$ cat src/rtl/bpl_pkg.sv
package bpl_pkg;

   typedef enum logic [1:0] {
      ACT_HOLD = 2'b00,
      ACT_SET  = 2'b01,
      ACT_CLR  = 2'b10
   } bpl_action_t;

endpackage

$ cat src/rtl/bpl_match.sv
module bpl_match #(
   parameter int unsigned         DATA_W  = 32,
   parameter int unsigned         SLICE_W = 8,
   parameter logic [DATA_W-1:0]   PATTERN = '0
) (
   input  logic [DATA_W-1:0] data_i,
   output logic              hit_o
);

   localparam int unsigned N_SLICE = DATA_W / SLICE_W;

   if ((SLICE_W == 0) || (DATA_W % SLICE_W != 0)) begin : g_bad_slice
      $error("bpl_match: SLICE_W must divide DATA_W");
   end

   if (N_SLICE <= 1) begin : g_flat
      assign hit_o = (data_i == PATTERN);
   end else begin : g_sliced
      logic [N_SLICE-1:0] slice_eq;
      for (genvar s = 0; s < N_SLICE; s++) begin : g_slice
         assign slice_eq[s] = (data_i[s*SLICE_W +: SLICE_W] == PATTERN[s*SLICE_W +: SLICE_W]);
      end
      assign hit_o = &slice_eq;
   end

endmodule

$ cat src/rtl/bpl_resolve.sv
module bpl_resolve
   import bpl_pkg::*;
(
   input  logic        set_hit_i,
   input  logic        clr_hit_i,
   output bpl_action_t act_o
);

   always_comb begin
      if (set_hit_i) begin
         act_o = ACT_SET;
      end else if (clr_hit_i) begin
         act_o = ACT_CLR;
      end else begin
         act_o = ACT_HOLD;
      end
   end

endmodule

$ cat src/rtl/bus_pattern_latch.sv
module bus_pattern_latch
   import bpl_pkg::*;
#(
   parameter int unsigned       DATA_W    = 32,
   parameter int unsigned       SLICE_W   = 8,
   parameter logic [DATA_W-1:0] SET_PAT   = 32'hAAAA_5555,
   parameter logic [DATA_W-1:0] CLR_PAT   = 32'hF0F0_F0F0,
   parameter logic              RESET_VAL = 1'b0
) (
   input  logic              clk_i,
   input  logic              rst_i,
   input  logic [DATA_W-1:0] rd_data_i,
   output logic              ind_o
);

   if (DATA_W == 0) begin : g_bad_width
      $error("bus_pattern_latch: DATA_W must be non-zero");
   end

   logic        set_hit;
   logic        clr_hit;
   bpl_action_t act;
   logic        ind_q;

   bpl_match #(.DATA_W(DATA_W), .SLICE_W(SLICE_W), .PATTERN(SET_PAT)) u_set_match (
      .data_i (rd_data_i),
      .hit_o  (set_hit)
   );

   bpl_match #(.DATA_W(DATA_W), .SLICE_W(SLICE_W), .PATTERN(CLR_PAT)) u_clr_match (
      .data_i (rd_data_i),
      .hit_o  (clr_hit)
   );

   bpl_resolve u_resolve (
      .set_hit_i (set_hit),
      .clr_hit_i (clr_hit),
      .act_o     (act)
   );

   always_ff @(posedge clk_i) begin
      if (rst_i) begin
         ind_q <= RESET_VAL;
      end else begin
         case (act)
            ACT_SET: ind_q <= 1'b1;
            ACT_CLR: ind_q <= 1'b0;
            default: ind_q <= ind_q;
         endcase
      end
   end

   assign ind_o = ind_q;

endmodule

$ cat config.mk
export PLATFORM = sky130hd
export DESIGN_NAME = bus_pattern_latch
export DESIGN_NICKNAME = d
export VERILOG_FILES = /design/src/rtl/bpl_pkg.sv /design/src/rtl/bpl_match.sv /design/src/rtl/bpl_resolve.sv /design/src/rtl/bus_pattern_latch.sv
export SDC_FILE = /design/constraint.sdc
export NUM_CORES = 1
export LEC_CHECK = 0
export BUFFER_PORTS_ARGS = -buffer_cell sky130_fd_sc_hd__buf_2
export CAP_MARGIN = 20
export CORE_AREA = 5 5 42 44
export CTS_CLUSTER_SIZE = 12
export DETAILED_ROUTE_END_ITERATION = 8
export DIE_AREA = 0 0 47 49
export GPL_TIMING_DRIVEN = 0
export PLACE_DENSITY = 0.58
export SYNTH_ARGS = -nofsm -noshare
export SYNTH_HDL_FRONTEND = slang
export SYNTH_SLANG_ARGS = --single-unit
$ cat constraint.sdc
create_clock -name clk_i -period 0.89 [get_ports clk_i]
set_input_delay 0.089 -clock clk_i [delete_from_list [all_inputs] [get_ports clk_i]]
set_output_delay 0.089 -clock clk_i [all_outputs]
set_load 0.05 [all_outputs]
# --- After elaboration in Yosys (flattened, before gate mapping) ---
# Cells that the tools add are included.
word_totals:
  inputBits: 34
  wordCells: 17
  out_inout_bits: 1
  ff_bits: 1
op_classes:
  reduce_logical: 3
  n_eq_ne: 10
  muxes: 3
op_table:
  columns: ["operator", "n"]
  rows:
  - ["8-bit == test (second input constant)", 6]
  - ["8-bit by 7-bit == test with 1-bit output (second input constant)", 2]
  - ["4-bit AND reduction", 2]
  - ["2-bit two-way mux", 2]
  - ["2-bit by 1-bit == test with 1-bit output (second input constant)", 1]
  - ["2-bit == test (second input constant)", 1]
  - ["1-bit one-hot mux with 2 select lines", 1]
  - ["2-bit nonzero test", 1]

# --- Longest topological paths before layout ---
logic_depth:
  depth_word: 6
  depth_mapped: 4
  ltp_nobuf: 4

# --- By module ---
# From an unflattened synthesis, not the netlist that was laid out.
unflattened:
  cells_unflattened: 31
  area_unflattened_um2: 299.0
by_module_without_submodules:
  columns: ["mod", "cells_each", "n_inst", "area_each_um2"]
  rows:
  - ["bpl_match at u_set_match", 11, 1, 116.4]
  - ["bpl_match at u_clr_match", 12, 1, 106.4]
  - ["bus_pattern_latch", 6, 1, 55.1]
  - ["bpl_resolve", 2, 1, 21.3]

# --- Worst setup path after synthesis ---
# OpenSTA, ideal clock, no wires.
synth_path:
  path_kind: "flip-flop to flip-flop"
  from: "reg ind_o (netlist name)"
  to: "reg ind_q (netlist: ind_o)"
  n_path_buf: 0
  slack_ns: -0.058
  path_stages_with_launch: 3
  arrival_ns: 0.861
  cell_sequence: "dfxtp_1 > o311ai_1 > o31ai_1"
synth_lines:
  columns: ["item", "line_no", "source"]
  rows:
  - ["end signal, assigned", "bus_pattern_latch.sv:48", "default: ind_q <= ind_q;"]
  - ["end, declared", "bus_pattern_latch.sv:23", "logic ind_q;"]

# --- Worst setup path in the final report ---
layout_path:
  from: "in rd_data_i[24]"
  to: "reg ind_q (netlist: ind_o)"
layout_between:
  elab_chain_len: 6
  word_cells_on_any_way: 10
  cone_classes: "eq/ne (4); mux (3); reduce/logical (3)"
layout_rtl:
  columns: ["item", "line_no", "source"]
  rows:
  - ["start, declared", "bus_pattern_latch.sv:12", "input logic [DATA_W-1:0] rd_data_i,"]
  - ["8-bit == test", "bpl_match.sv:21", "assign slice_eq[s] = (data_i[s*SLICE_W +: SLICE_W] == PATTERN[s*SLICE_W +: SLICE_W]);"]
  - ["4-bit AND reduction", "bpl_match.sv:23", "assign hit_o = &slice_eq;"]
  - ["2-bit two-way mux", "bpl_resolve.sv:12", "end else if (clr_hit_i) begin"]
  - ["2-bit two-way mux *", "bpl_resolve.sv:10", "if (set_hit_i) begin"]
  - ["2-bit == test / 2-bit by 1-bit == test with 1-bit output (equally long branches)", "bus_pattern_latch.sv:45", "case (act)"]
  - ["1-bit one-hot mux with 2 select lines / 2-bit nonzero test (equally long branches)", null, null]
# Mark *: on every way between the ends. The rest lies on a longest branch, timed or not.
# A chain may end at the register's enable or synchronous reset.

==> impl_metrics.json <==
{
  "vias_per_cell": 4.549,
  "power-per-cell-area_mw_per_mm2": 383.1,
  "worst_ep_required_time_ns": 0.75,
  "die_width_um": 47,
  "fin_crit_sh": 1.241,
  "cp-start-kind": "input pin",
  "core_area_mm2": 0.001401,
  "finalHoldWorstSlack_ns": 0.3682,
  "num_rows": 14,
  "finalWorstSetupSlack_ns": -0.2149,
  "finClkSkew_ns": 0,
  "track_usage": 0.06110,
  "drc": 0,
  "ir_worst_vdd_uv": 82.81,
  "synth_nets": 55,
  "maxCapViolCount": 0,
  "dr.first_iter.drc_count": 5,
  "timing.slew.headroom": 0.8331,
  "commonest_non_fill_non_tap_cell_in_the_layout": "buf_2",
  "critical_path_peak_fanout": 2,
  "grt_overflow_total": 0,
  "setup_tns_ns": -0.2149,
  "most-common-layout-cells": "buf_2, buf_6, and4bb_2, and4bb_1, nand4_1",
  "avgRoutedWirePerCell_um": 11.31,
  "slew_viol_final": 0,
  "hold_fails_final_rpt": 0,
  "drive_above_1_share": 0.7273,
  "timing_worst_setup_path_type": "in -> reg",
  "netlist-cell-type-count": 12,
  "tightestPinTransition_ns": 0.2469,
  "grt_max_degree": 3,
  "dpl_cell_area_um2": 380.4,
  "multi_input_comb_area_um2": 177.7,
  "unrepaired_setup_endpoints_after_global_routing": "yes",
  "finish.utilization": 0.2982,
  "arrival_ns": 0.97,
  "first_pass_grt_wire_length_mm": 1.131,
  "floorplan_die_area_mm2": 0.002303,
  "number_of_instances_in_the_synthesized_netlist": 21,
  "pin_count": 35,
  "area.sequential_um2": 21.27,
  "postRouteAntennaNets": 0,
  "first_global_vias": 282,
  "port_buffers": 34,
  "clkTransAtPathRegs_ns": 0,
  "yosys_warnings": 0,
  "drtPass1Iterations": 4,
  "starting_density_of_the_core": 0.1348,
  "failed_checks": "setup timing",
  "cts.repair_timing.setup_buffer_count": 0,
  "crit_path_capture_type": "flip-flop",
  "worst_skew_pair.late_latency_ns": 0,
  "cts-hold-fix-buffers": 0,
  "largest_register_ffs": 1,
  "routed_wirelength_um": 803,
  "worst_hold_path_type": "in -> reg",
  "final_cell_area_um2": 417.9,
  "max_clock_freq_mhz": 905.1,
  "sequential_area_share_after_synthesis": 0.1060,
  "syn-mean-instance-area_um2": 8.997,
  "final_nets": 91,
  "syn_area_um2": 188.9,
  "fillerInstances": 165,
  "p_leak_nw": 0.2074,
  "vias": 323,
  "setup_viol_count_final": 1,
  "antenna_found_initial": 0,
  "routabilityCongestion": 0.6661,
  "status": "complete, but fails checks",
  "count_of_antenna_diodes_in_the_layout": 0,
  "r2r_slack_ns": 0.29,
  "yosys_register_bits": 1,
  "die_h_um": 49,
  "final_period_minus_worst_setup_slack_ns": 1.105,
  "area.growth.synth_to_final_pct": 121.2
}
critical path, stage by stage:
cell	delay, ns
buf_6	0.09
and4bb_2	0.27
nand4_1	0.12
o311ai_1	0.29
o31ai_1	0.11
layout make-up:
class,instances,share of cell area
Timing Repair Buffer,34,0.4671
Multi-Input combinational cell,19,0.4251
Sequential cell,1,0.05090
Tap cell,16,0.04790
Inverter,1,0.008982
power by group:
part / total [W] / internal (W) / switching (W)
combinational: 0.000114 / 0.0000824 / 0.0000320
clock: 0 / 0 / 0
sequential: 0.0000457 / 0.0000457 / 0.0000000000000145
total: 0.000160 / 0.000128 / 0.0000320
per-layer routing:
| metal | vias to the layer above | part of all wire | GRT usage |
|---|---|---|---|
| li1 | 162 | - | - |
| met1 | 147 | 0.31 | 0.08061 |
| met2 | 14 | 0.57 | 0.1086 |
| met3 | 0 | 0.11 | 0.007380 |
| met4 | 0 | 0 | 0 |
| met5 | - | 0 | 0 |
cell families after synthesis:
group | after synthesis | synth area share
simple gates | 17 | 0.7881
flops | 1 | 0.1060
buf+inv | 1 | 0.01985
compound gates | 2 | 0.08612
path summary, 6_finish.rpt:
| path | startpoint | endpoint | depth (start not counted) |
|---|---|---|---|
| setup reg to reg | ind_o | ind_o | 2 |
| hold reg to reg | ind_o | ind_o | 2 |
| setup / recovery | rd_data_i[24] | ind_o | 5 |
| hold / removal | rd_data_i[8] | ind_o | 3 |
what timing repair did:
| item | in CTS | in global routing |
|---|---|---|
| gates resized for setup | 0 | 6 |
| setup endpoints to repair | 1 | 1 |
| pin swaps | 0 | 5 |
synth_stat cells (all sizes together):
library cell	count	area [um^2]
nand2	1	3.750
and4bb	6	75.08
nor4bb	3	30.03
nor2	2	7.510
nand3	1	5.000
inv	1	3.750
nand4	3	18.77
o31ai	1	7.510
o311ai	1	8.760
nor4b	1	8.760
dfxtp	1	20.02
metrics by stage:
stage               total power (W)  setup WS (ns)  instances
finish                    0.0001601        -0.2149         71
global route              0.0001730        -0.3009         71
CTS                       0.0001454        -0.2235         71
detailed placement        0.0001450        -0.2143         71
global placement          0.0001423        -0.2106         71
floorplan                0.00006918       -0.03245         21
Note: power is estimated with default switching activity, not from simulation.
